## config.mk

```make
export PLATFORM = sky130hd
export DESIGN_NAME = smb_bus_watch
export DESIGN_NICKNAME = d
export VERILOG_FILES = /design/src/rtl/smb_bus_watch.sv
export SDC_FILE = /design/constraint.sdc
export NUM_CORES = 1
export LEC_CHECK = 0
export BUFFER_PORTS_ARGS = -buffer_cell sky130_fd_sc_hd__buf_2
export CORE_UTILIZATION = 45
export DETAILED_ROUTE_END_ITERATION = 16
export GPL_TIMING_DRIVEN = 0
export HOLD_SLACK_MARGIN = 0.08
export PLACE_DENSITY = 0.68
export SLEW_MARGIN = 5
export SYNTH_ARGS = -nofsm -noshare
export SYNTH_HDL_FRONTEND = slang
export SYNTH_SLANG_ARGS = --single-unit
```

## constraint.sdc

```tcl
create_clock -name clk -period 4.3 [get_ports clk]
set_input_delay 0.86 -clock clk [delete_from_list [all_inputs] [get_ports clk]]
set_output_delay 0.86 -clock clk [all_outputs]
set_load 0.03 [all_outputs]
```

## src/rtl/smb_bus_watch.sv

```systemverilog
`timescale 1ns/1ps
module smb_bus_watch #(
  parameter int FREE_TICKS = 10,
  parameter int LOW_W = 16
) (
  input  logic             clk,
  input  logic             rst_n,
  input  logic             scl_in,
  input  logic             sda_in,
  input  logic [3:0]       tick_src,
  input  logic             ms_tick,
  input  logic [LOW_W-1:0] low_reload,
  input  logic             cfg_we,
  input  logic [7:0]       cfg_wdata,
  output logic [7:0]       cfg_rdata,
  input  logic             slave_irq_req,
  input  logic             master_irq_req,
  output logic             irq_out,
  output logic             busy,
  output logic             bus_free,
  output logic             scl_timeout,
  output logic             hold_ext_en
);
  localparam int FW = $clog2(FREE_TICKS + 2);
  localparam logic [FW-1:0] FREE_LAST = FW'(FREE_TICKS);
  localparam logic [FW-1:0] FREE_SAT  = FW'(FREE_TICKS + 1);

  logic en, inh, ext, tmo_en, free_en;
  logic [1:0] sel;
  logic unused_wbit;
  assign unused_wbit = cfg_wdata[5];

  always_ff @(posedge clk or negedge rst_n)
    if (!rst_n) {en, inh, ext, tmo_en, free_en, sel} <= '0;
    else if (cfg_we) {en, inh, ext, tmo_en, free_en, sel} <= {cfg_wdata[7:6], cfg_wdata[4:0]};

  assign cfg_rdata   = {en, inh, busy, ext, tmo_en, free_en, sel};
  assign hold_ext_en = ext;
  assign irq_out     = master_irq_req | (slave_irq_req & ~inh);

  logic [1:0] scl_sy, sda_sy;
  logic scl_d, sda_d;
  always_ff @(posedge clk or negedge rst_n)
    if (!rst_n) begin
      scl_sy <= 2'b11; sda_sy <= 2'b11; scl_d <= 1'b1; sda_d <= 1'b1;
    end else begin
      scl_sy <= {scl_sy[0], scl_in};
      sda_sy <= {sda_sy[0], sda_in};
      scl_d  <= scl_sy[1];
      sda_d  <= sda_sy[1];
    end

  wire scl_s    = scl_sy[1];
  wire sda_s    = sda_sy[1];
  wire start_ev = en & scl_s & scl_d & sda_d & ~sda_s;
  wire stop_ev  = en & scl_s & scl_d & ~sda_d & sda_s;

  logic [FW-1:0] fcnt;
  wire sel_tick = tick_src[sel];
  wire free_run = en & free_en & scl_s & sda_s;
  wire free_ev  = free_run & sel_tick & (fcnt == FREE_LAST);

  always_ff @(posedge clk or negedge rst_n)
    if (!rst_n) fcnt <= '0;
    else if (!free_run) fcnt <= '0;
    else if (sel_tick && fcnt != FREE_SAT) fcnt <= fcnt + 1'b1;

  always_ff @(posedge clk or negedge rst_n)
    if (!rst_n) begin
      busy <= 1'b0; bus_free <= 1'b0;
    end else begin
      bus_free <= free_ev;
      if (!en) busy <= 1'b0;
      else if (start_ev) busy <= 1'b1;
      else if (stop_ev || free_ev) busy <= 1'b0;
    end

  logic [LOW_W-1:0] lcnt;
  logic expired;
  wire low_run = en & tmo_en & ~scl_s;

  always_ff @(posedge clk or negedge rst_n)
    if (!rst_n) begin
      lcnt <= '0; expired <= 1'b0; scl_timeout <= 1'b0;
    end else begin
      scl_timeout <= 1'b0;
      if (!low_run) begin
        lcnt <= low_reload; expired <= 1'b0;
      end else if (ms_tick && !expired) begin
        if (lcnt <= LOW_W'(1)) begin
          lcnt <= '0; expired <= 1'b1; scl_timeout <= 1'b1;
        end else lcnt <= lcnt - 1'b1;
      end
    end

  assert_busy_ro_R2: assert property (@(posedge clk) disable iff (!rst_n)
    (cfg_we && en && !start_ev && !stop_ev && !free_ev) |=> busy == $past(busy));
  assert_idle_when_off_R3: assert property (@(posedge clk) disable iff (!rst_n)
    !en |=> !busy);
  assert_free_pulse_R6: assert property (@(posedge clk) disable iff (!rst_n)
    bus_free |=> !bus_free);
  assert_free_clears_R6: assert property (@(posedge clk) disable iff (!rst_n)
    bus_free |-> !busy);
  assert_tmo_pulse_R9: assert property (@(posedge clk) disable iff (!rst_n)
    scl_timeout |=> !scl_timeout);
  assert_tmo_low_R10: assert property (@(posedge clk) disable iff (!rst_n)
    $rose(scl_timeout) |-> !$past(scl_s));
  assert_inhibit_R11: assert property (@(posedge clk) disable iff (!rst_n)
    (inh && !master_irq_req) |-> !irq_out);
endmodule

```

==> reports/summary.txt, run 1 <==
Share of layout cells above drive strength 1 - 33.86%
Finish-stage setup viols - 0
CP max stage delay - 0.17 ns
# IOs - 49
Synth Flop Type - dfrtp_1
Status - finished clean
CP endpoint kind - output port
Core Rows - 23
Crit Path Max Fanout - 1
CP required - 3.44 ns
First-pass GRT wire length - 6.886 mm
Number of max-cap violations - 0
Antenna violations before repair - 0
Final Hold Fails - 0
Die W - 67.90 um
Reg2reg path depth - 7
Crit path DAT - 1.26 ns
Worst Hold Endpoint - scl_sy[1]$_DFF_PN1_
Reg-to-reg slack, setup - 2.37 ns
Tot GR Track Use - 20.38%
Starting DRT DRC Count - 126
CP Buf/Inv Count - 2
Most common library cells after synthesis - 31 x dfrtp_1, 19 x nand2_1, 19 x nor2_1, 15 x a21oi_1, 11 x o21ai_0
CTS Sinks - 37
Async SR Flop Fraction - 100.0%
Pin count of the biggest net entering global routing - 38
Cell family with most CP delay - buffers and inverters
Setup TNS - 0 ns
Ys Warns - 0
Clock slew at reported path FFs - 0.08 ns
Post-synth EDFFs - 0
CTS buffer count - 5
Antenna Violating Nets Remaining - 0
Via-to-Cell Ratio - 5.412
Syn-to-layout area delta - 21.13%
DR vias - 1629
Mapped Area - 1954 um2
Antenna Cells - 0
Worst r2r src - lcnt[0]$_DFFE_PN0P_
Syn_nets - 237
Min-delay src - scl_sy[0]$_DFF_PN1_
Final Cycle Share - 49.32%
Crit-path cells - buf_2 -> a21o_1 -> buf_2
Synth Instances - 197
Max Fclk - 471.5 MHz
Number of global-route vias before repair - 1468
Final WL - 4.271 mm
Initial Util - 47.83%
Setup bufs post-CTS - 0
Clk_skew - 0.006270 ns
Min Hold Slack - 0.3579 ns
Most frequent CP cell - buf_2
Mean Syn Cell Area - 9.921 um2
IO buf count - 46
Fin crit period - 2.121 ns
Cell taking the most area after synthesis - dfrtp_1
RSZ-0062 raised after global routing - false
Slowest-stage cell, CP - buf_2
Sequential area share after synthesis - 47.76%
H-tree Lvls - 2
Max Root-Sink Buffers - 2
Register bit total from synthesis - 37
# hold bufs at CTS - 0
Post-CTS Resized - 0
Worst hold stages - 0
Die area - 4610 um2
Slew @ Worst Pin - 0.8042 ns
# DRC - 0
Dpl hpwl - 3.059 mm
Final Slew Violations - 0
Critical path class - input pin to output port
Startpoint types - input pin
Lkg Pwr - 1.034 nW
Core ar. - 4086 um2
Count leader, synth - dfrtp_1
Die height - 67.90 um
Yosys cell types - 45
Maximum vdd ir drop - 0.2320 mV
Gpl congestion - 0.8881
CTS tree - yes
Reg2reg end - lcnt[10]$_DFFE_PN0P_
Clk root buf - clkbuf_8
Ranking of synthesized cells by area - dfrtp_1 40%, dfstp_2 8.1%, a21oi_1 3.8%, nand2_1 3.6%, nor2_1 3.6%
Power Density - 360.1 nW/um2
Hold crit path type - flop to flop
Drt first pass iters - 4
Synth top area share - 39.69%
Total Nets Final - 290
Total global routing overflow - 0
Slew HR - 46.38%
Clk Latency, worst-skew pair - 0.29 ns
Average wire per standard cell - 14.19 um
==> flip-flops by register name, indices dropped and copies added (netlist names) <==
signal	cells
bus_free	1
inh	1
scl_timeout	1
en	1
sel	2
hold_ext_en	1
lcnt	16
sda_d	1
sda_sy	2
scl_d	1
busy	1
tmo_en	1
free_en	1
scl_sy	2
fcnt	4
expired	1
==> through the flow <==
| step | instance area, um2 | cells | worst slack, ns | total power [mW] | utilization, % |
|---|---|---|---|---|---|
| floorplan | 1954 | 197 | 2.294 | 0.4912 | - |
| global placement | 2247 | 293 | 2.138 | 0.5381 | 54.99 |
| detailed placement | 2247 | 293 | 2.126 | 0.5413 | 54.99 |
| CTS | 2367 | 301 | 2.176 | 0.8620 | 57.93 |
| global route | 2367 | 301 | 2.151 | 0.8902 | 57.93 |
| finish | 2367 | 301 | 2.179 | 0.8524 | 57.93 |
==> how the worst max path moves through the flow <==
stage | start | end | slack, ns | cells after the start
2_1_floorplan | tick_src[3] | busy$_DFFE_PN0P_ | 2.29 | 5
3_3_place_gp | tick_src[3] | busy$_DFFE_PN0P_ | 2.14 | 6
3_5_place_dp | tick_src[3] | busy$_DFFE_PN0P_ | 2.13 | 6
4_1_cts | master_irq_req | irq_out | 2.18 | 3
5_1_grt | slave_irq_req | irq_out | 2.15 | 3
6_report | master_irq_req | irq_out | 2.18 | 3
==> placed cells by master, fill, tap and decap left out, types with 2 or more instances in the layout <==
cell      instances
xor2_1            2
or4_4             2
a31oi_1          10
mux2_2            6
nor2_1           19
nand3b_1          4
a22oi_1           2
ha_1              4
or2_2             2
or4_1             2
a21oi_1          15
nor3_1            8
inv_1             5
nand4_1           4
o21ai_0          11
dfstp_2           6
and4_1            2
nor2b_1           2
o211ai_1          3
nand2_1          19
o311ai_1          2
nand3_1           2
clkbuf_1          5
clkbuf_8          6
buf_4             6
buf_6             2
nand2b_1          3
buf_2            46
dfrtp_1          31
==> routing by layer <==
layer  track usage [%]  up-vias  wire, um
met3             3.000        5       227
li1                  -      815         -
met2             29.58       48      1907
met5                 0        -         0
met1             30.29      761      2080
met4             7.813        0        55
==> cell families after synthesis <==
group / count (synthesis) / synth area share [%]
AND/OR/NAND/NOR: 76 / 21.90
buffers and inverters: 18 / 5.378
multiplexers: 7 / 4.609
flip-flops: 37 / 47.76
adder cells (fa/ha/maj): 4 / 2.561
XOR/XNOR: 3 / 1.345
AO/OA/AOI/OAI: 52 / 16.45
==> area by class of cell <==
cell class | count | area [um2]
clock inverter | 2 | 37.54
tap | 50 | 62.56
inverter | 5 | 18.77
buffer | 13 | 86.33
sequential | 37 | 933.4
multi-input combinational | 142 | 915.9
clock buffer | 6 | 82.58
fill | 386 | 1719
timing repair buffer | 46 | 230.2
==> power by group <==
group	switching, mW	total (mW)	internal (mW)
logic	0.0766	0.134	0.0569
clock network	0.130	0.319	0.189
registers	0.0256	0.400	0.375
No activity file was read; power rests on OpenSTA's default activity.
==> inputs of run 2 (changes only) <==
--- a/config.mk
+++ b/config.mk
@@ -5,12 +5,13 @@
 export SDC_FILE = /design/constraint.sdc
 export NUM_CORES = 1
 export LEC_CHECK = 0
+export ABC_AREA = 1
 export BUFFER_PORTS_ARGS = -buffer_cell sky130_fd_sc_hd__buf_2
 export CORE_UTILIZATION = 45
 export DETAILED_ROUTE_END_ITERATION = 16
 export GPL_TIMING_DRIVEN = 0
 export HOLD_SLACK_MARGIN = 0.08
-export PLACE_DENSITY = 0.68
+export PLACE_DENSITY = 0.7
 export SLEW_MARGIN = 5
 export SYNTH_ARGS = -nofsm -noshare
 export SYNTH_HDL_FRONTEND = slang
==> constraint.sdc (replaced) <==
create_clock -name clk -period 1.75 [get_ports clk]
set_input_delay 0.35 -clock clk [delete_from_list [all_inputs] [get_ports clk]]
set_output_delay 0.35 -clock clk [all_outputs]
set_load 0.03 [all_outputs]
==> run 2 against run 1 <==
Against the previous run:
- hold slack got worse by 0.23 ns
- sequential cell count stayed put
- largest cell class is now multi-input gates
- via count is 12% higher
- largest power group unchanged
- combinational power grew to 2.9 times the previous value
- critical path depth increased by 4
- synthesized cell count increased by 38%
- sequential share of layout area shrank 2.9 points
- non-clock buffer count down 2
- clock power grew 130%
- global-route usage is 0.34 points lower
- sequential power is 140% higher
==> reports/summary.txt, run 2 <==
Status - finished clean
Slew @ Worst Pin - 0.7888 ns (-0.01540 ns)
Startpoint types - flop
Crit Path Max Fanout - 7 (+6)
Starting DRT DRC Count - 83 (-34%)
Yosys cell types - 32 (-29%)
Flip-flop count of the largest register after layout - 16 (unchanged)
Number of global-route vias before repair - 1764 (+20%)
Top reg by flops - lcnt
Final Hold Fails - 0 (unchanged)
Pin count of the biggest net entering global routing - 38 (unchanged)
# IOs - 49 (unchanged)
Core ar. - 4444 um2 (+8.8%)
CTS tree - yes
Slew HR - 47.41% (+1.0 points)
Max Fclk - 633.3 MHz
Mapped Area - 2131 um2 (+9.0%)
Pre-CTS setup slack - 0.1607 ns (-1.966 ns)
RSZ-0062 raised after global routing - false
Synth top area share - 36.41% (-3.3 points)
CP required - 1.93 ns (-1.51 ns)
Drt first pass iters - 6 (+2)
Setup TNS - 0 ns (unchanged)
Placed instance area - 2431 um2 (+8.2%)
CTS buffer count - 5 (unchanged)
Post-Layout Inst Area - 2554 um2 (+7.9%)
Synth Instances - 271 (+38%)
Clk Latency, worst-skew pair - 0.30 ns (about the same)
CP max stage delay - 0.40 ns (+0.23 ns)
Mean Syn Cell Area - 7.863 um2 (-21%)
Reg-to-reg slack, setup - 0.17 ns (-2.20 ns)
Syn-to-layout area delta - 19.85%
Die height - 70.81 um (+4.3%)
Lkg Pwr - 1.344 nW (+30%)
Clk root buf - clkbuf_8
Cell taking the most area after synthesis - dfrtp_1
Ys Warns - 0 (unchanged)
Most common library cells after synthesis - 69 x nand2_1, 35 x inv_1, 31 x dfrtp_1, 31 x nand3_1, 23 x nor2_1
DR vias - 1829 (+12%)
Dpl hpwl - 3.261 mm (+6.6%)
Core Rows - 24 (+4.3%)
Die W - 70.81 um (+4.3%)
Via-to-Cell Ratio - 4.839 (-11%)
Slowest-stage cell, CP - dfrtp_1
Antenna Violating Nets Remaining - 0 (unchanged)
Post-CTS Resized - 0 (unchanged)
Clk_skew - 0.002840 ns (-0.003429 ns)
Top flop regs - lcnt: 16 flops, fcnt: 4 flops
Final WL - 4.351 mm (+1.9%)
Max Root-Sink Buffers - 2 (unchanged)
Crit-path cells - inv_1 -> ha_2 -> inv_1 -> a21oi_1 -> nand4_1 -> nand2_4 -> o21bai_1
Fin crit period - 1.579 ns
Count leader, synth - nand2_1
Fill cell count - 431 (+12%)
CP endpoint kind - flop
# DRC - 0 (unchanged)
Synth Flop Type - dfrtp_1
Register bit total from synthesis - 37 (unchanged)
Antenna Cells - 0 (unchanged)
Setup bufs post-CTS - 0 (unchanged)
Commonest non-fill, non-tap cell in the layout - nand2_1
# hold bufs at CTS - 0 (unchanged)
Sequential area share after synthesis - 43.81% (-4.0 points)
Tot Pwr - 2.100 mW (+150%)
Final Cycle Share - 90.22%
Critical path class - flop to flop
Crit path DAT - 1.76 ns (+0.50 ns)
Die area - 5014 um2 (+8.8%)
Share of layout cells above drive strength 1 - 27.91% (-6.0 points)
Initial Util - 47.94% (+0.12 points)
Total global routing overflow - 0 (unchanged)
Final Slew Violations - 0 (unchanged)
Maximum vdd ir drop - 0.4571 mV (+97%)
Number of max-cap violations - 0 (unchanged)
IO buf count - 47 (+2.2%)
Most frequent CP cell - inv_1
Average wire per standard cell - 11.51 um (-19%)
Tot GR Track Use - 20.04% (-0.34 points)
Syn_nets - 311 (+31%)
Total Nets Final - 365 (+26%)
CTS Sinks - 37 (unchanged)
Hold crit path type - input pin to asynchronous set/reset pin
Ranking of synthesized cells by area - dfrtp_1 36%, nand2_1 12%, dfstp_2 7.4%, nand3_1 7.3%, inv_1 6.2%
H-tree Lvls - 2 (unchanged)
Power Density - 822.5 nW/um2 (+130%)
Post-synth EDFFs - 0 (unchanged)
Final WS setup - 0.1711 ns (-2.008 ns)
Gpl congestion - 0.8472 (-4.6%)
First-pass GRT wire length - 7.838 mm (+14%)
Most frequent cells in the layout - 69 x nand2_1, 49 x buf_2, 35 x inv_1
Async SR Flop Fraction - 100.0% (unchanged)
Clock slew at reported path FFs - 0.07 ns (about the same)
Finish-stage setup viols - 0 (unchanged)
Antenna violations before repair - 0 (unchanged)
[run 2: changes by cell type after synthesis, moves of 6 or more]
cell,delta
nand2_1,+50
inv_1,+30
nand3_1,+29
a21oi_1,-12
a31oi_1,-10
o21ai_1,+8
nor3_1,-6
o21bai_1,+6
[run 2: cell type report]
class	count	area [um2]	share of cell area [%]
Timing Repair Buffer	47	235.2	9.211
Multi-Input combinational cell	187	996.0	39.00
Clock inverter	3	46.29	1.813
Tap cell	52	65.06	2.548
Sequential cell	37	933.4	36.55
Buffer	10	70.07	2.744
Clock buffer	5	68.82	2.695
Inverter	37	138.9	5.439
[run 2: through the flow]
stage	util, %	hold slack, ns	instances
global placement	54.70	0.3465	370
detailed placement	54.70	0.3497	370
global route	57.46	0.1292	378
floorplan	-	0.05441	271
finish	57.46	0.1289	378
CTS	57.29	0.1346	378
[run 2: worst max-delay path: cells and delay by family, from the launching register on]
kind	cells	cell delay [ns]
flops	1	0.40
compound gates	2	0.20
simple gates	2	0.35
buf+inv	2	0.24
fa+ha+maj	1	0.27
[run 2: path summary, 6_finish.rpt]
kind | start | end | depth (start not counted)
min reg2reg | scl_sy[0]$_DFF_PN1_ | scl_sy[1]$_DFF_PN1_ | 0
max in group asynchronous | rst_n | lcnt[13]$_DFFE_PN0P_ | 1
min in group clk | scl_in | scl_sy[0]$_DFF_PN1_ | 1
min | rst_n | hold_ext_en$_DFFE_PN0P_ | 1
max | lcnt[0]$_DFFE_PN0P_ | lcnt[6]$_DFFE_PN0P_ | 7
max reg2reg | lcnt[0]$_DFFE_PN0P_ | lcnt[6]$_DFFE_PN0P_ | 7
[run 2: where the power goes]
part	internal, mW	leakage [nW]	total (mW)	switching, mW
sequential	0.919	0.446	0.972	0.0525
clock	0.426	0.0543	0.745	0.319
combinational	0.145	0.843	0.383	0.238
[run 2: cells by family after synthesis]
logic type | after synthesis | synth area share (%)
AND/OR/NAND/NOR | 146 | 32.41
buffers and inverters | 47 | 9.806
adder cells (fa/ha/maj) | 4 | 2.349
AO/OA/AOI/OAI | 31 | 8.925
XOR/XNOR | 4 | 1.644
multiplexers | 2 | 1.057
flip-flops | 37 | 43.80
[run 2: per-layer routing]
layer / global-route usage [%] / share of wire [%]
met1: 27.44 / 49
met2: 30.34 / 45
met3: 3.846 / 4.3
met4: 10.44 / 2.1
met5: 0 / 0
==> inputs of run 3 (changes only) <==
--- a/config.mk
+++ b/config.mk
@@ -7,11 +7,11 @@
 export LEC_CHECK = 0
 export ABC_AREA = 1
 export BUFFER_PORTS_ARGS = -buffer_cell sky130_fd_sc_hd__buf_2
-export CORE_UTILIZATION = 45
+export CORE_UTILIZATION = 48
 export DETAILED_ROUTE_END_ITERATION = 16
 export GPL_TIMING_DRIVEN = 0
 export HOLD_SLACK_MARGIN = 0.08
-export PLACE_DENSITY = 0.7
+export PLACE_DENSITY = 0.74
 export SLEW_MARGIN = 5
 export SYNTH_ARGS = -nofsm -noshare
 export SYNTH_HDL_FRONTEND = slang
==> run 3 against run 2 <==
Against the previous run:
- count of clock-buffer cells in the layout up 1
- cell count down 0.53%
- hold slack better by 0.0088 ns
- die area down 6.1%
- cell area down 1.7%
- clock skew up 0.00089 ns
- highest routed layer unchanged
- power down 8.0%
- largest power group unchanged
- critical path depth unchanged
==> reports/summary.txt, run 3 (same netlist as run 2, synthesis figures left out) <==
Total global routing overflow - 0 (unchanged)
Average wire per standard cell - 11.67 um (+1.4%)
Crit path DAT - 1.78 ns (+0.02 ns)
Clock share of power - 29.9% (-5.6 points)
Final WL - 4.388 mm (+0.85%)
Crit Path Max Fanout - 7 (unchanged)
Dpl hpwl - 3.189 mm (-2.2%)
Switching share of power - 30.67% (+1.7 points)
Antenna violations before repair - 0 (unchanged)
Dpl cells - 368 (-0.54%)
Worst r2r src - lcnt[0]$_DFFE_PN0P_
Top flop regs - lcnt: 16 flops, fcnt: 4 flops
# DRC - 0 (unchanged)
Commonest non-fill, non-tap cell in the layout - nand2_1
Setup bufs post-CTS - 0 (unchanged)
Most frequent cells in the layout - 69 x nand2_1, 49 x buf_2, 35 x inv_1
Starting DRT DRC Count - 111 (+34%)
Clock slew at reported path FFs - 0.07 ns (about the same)
Fin crit period - 1.593 ns (+0.01369 ns)
Setup TNS - 0 ns (unchanged)
Finish-stage setup viols - 0 (unchanged)
Final Cycle Share - 91.01% (+0.78 points)
CTS Sinks - 37 (unchanged)
Final Slew Violations - 0 (unchanged)
Clk_skew - 0.003731 ns (+0.0008910 ns)
Post-CTS Resized - 0 (unchanged)
CTS buffer count - 5 (unchanged)
Tot GR Track Use - 21.69% (+1.6 points)
CP endpoint kind - flop
Maximum vdd ir drop - 0.5238 mV (+15%)
Gate power share - 19.8% (+1.5 points)
CP max stage delay - 0.40 ns (about the same)
Slew @ Worst Pin - 0.7954 ns (+0.006544 ns)
Int Power - 1.339 mW (-10%)
Gpl congestion - 0.8833 (+4.3%)
Critical path class - flop to flop
P_sw - 0.5925 mW (-2.8%)
Worst path depth - 7 (unchanged)
Antenna Cells - 0 (unchanged)
DR vias - 1853 (+1.3%)
Most frequent CP cell - inv_1
Status - finished clean
Die area - 4709 um2 (-6.1%)
Fin util - 60.60% (+3.1 points)
Top reg by flops - lcnt
Die W - 68.63 um (-3.1%)
Slowest-stage cell, CP - dfrtp_1
IO buf count - 47 (unchanged)
CP startpoint - lcnt[0]$_DFFE_PN0P_
Power Density - 769.3 nW/um2 (-6.5%)
Core Rows - 23 (-4.2%)
Non-filler cells, final - 376 (-0.53%)
Final Hold Fails - 0 (unchanged)
Lkg Pwr - 1.335 nW (-0.65%)
Final WS setup - 0.1574 ns (-0.01369 ns)
CP required - 1.93 ns (about the same)
Clk Latency, worst-skew pair - 0.29 ns (about the same)
Core ar. - 4144 um2 (-6.8%)
Pin count of the biggest net entering global routing - 38 (unchanged)
Hold crit path type - input pin to asynchronous set/reset pin
# IOs - 49 (unchanged)
Number of max-cap violations - 0 (unchanged)
Pre-CTS setup slack - 0.1562 ns (-0.004504 ns)
Die height - 68.63 um (-3.1%)
Share of layout cells above drive strength 1 - 27.30% (-0.61 points)
Via-to-Cell Ratio - 4.928 (+1.9%)
Total Nets Final - 365 (unchanged)
RSZ-0062 raised after global routing - false
Drt first pass iters - 4 (-2)
Grt met3 use - 5.757% (+1.9 points)
CTS tree - yes
Antenna Violating Nets Remaining - 0 (unchanged)
# hold bufs at CTS - 0 (unchanged)
Min Hold Slack - 0.1378 ns (+0.008847 ns)
H-tree Lvls - 2 (unchanged)
Number of global-route vias before repair - 1737 (-1.5%)
Crit-path cells - inv_1 -> ha_1 -> inv_1 -> a21oi_1 -> nand4_1 -> nand2_2 -> o21bai_2
Met1 usage - 23.73% (-3.7 points)
Clk root buf - clkbuf_8
Syn-to-layout area delta - 17.85%
Max Root-Sink Buffers - 2 (unchanged)
Register share of total power - 50.3% (+4.0 points)
Cell family with most CP delay - flip-flops
CP Buf/Inv Count - 2 (unchanged)
Startpoint types - flop
Slew HR - 46.97% (-0.44 points)
GRT Max-Usage Layer - met2
Initial Util - 51.42% (+3.5 points)
Reg-to-reg slack, setup - 0.16 ns (about the same)
Met2 Usage GRT - 38.48% (+8.1 points)
Reg2reg path depth - 7 (unchanged)
Flip-flop count of the largest register after layout - 16 (unchanged)
First-pass GRT wire length - 7.327 mm (-6.5%)
Max Fclk - 627.9 MHz (-0.86%)
[run 3: changes by cell type in the layout (fill, tap and decap cells not counted), sizes merged]
| cell | delta |
|---|---|
| bufinv | -1 |
| clkbuf | +1 |
| clkinv | +1 |
| clkinvlp | -1 |
[run 3: layer usage]
layer | vias up | share of wire [%]
li1 | 964 | -
met1 | 826 | 43
met2 | 52 | 49
met3 | 11 | 5.1
met4 | 0 | 2.7
met5 | - | 0
[run 3: power groups by stage]
stage	Clock (mW)	Combinational [mW]	Sequential, mW
2_1_floorplan	0	0.254	0.989
3_3_place_gp	0	0.375	0.985
3_5_place_dp	0	0.384	0.987
4_1_cts	0.597	0.386	0.971
5_1_grt	0.626	0.435	0.980
6_report	0.578	0.382	0.972
[run 3: layout make-up]
class | count | area, um2
Inverter | 37 | 138.9
Tap cell | 50 | 62.56
Clock inverter | 2 | 10.01
Multi-Input combinational cell | 187 | 988.4
Timing Repair Buffer | 47 | 235.2
Fill cell | 387 | 1633
Buffer | 10 | 70.07
Sequential cell | 37 | 933.4
Clock buffer | 6 | 72.57
[run 3: through the flow]
stage	power (mW)	instance area [um2]
CTS	1.954	2511
detailed placement	1.370	2429
global placement	1.360	2429
global route	2.041	2511
finish	1.932	2511
floorplan	1.243	2131
[run 3: path summary, 6_finish.rpt]
kind,to
max,lcnt[9]$_DFFE_PN0P_
min,busy$_DFFE_PN0P_
max reg2reg,lcnt[9]$_DFFE_PN0P_
min reg2reg,scl_sy[1]$_DFF_PN1_
max in group asynchronous,lcnt[4]$_DFFE_PN0P_
min in group clk,sda_sy[0]$_DFF_PN1_
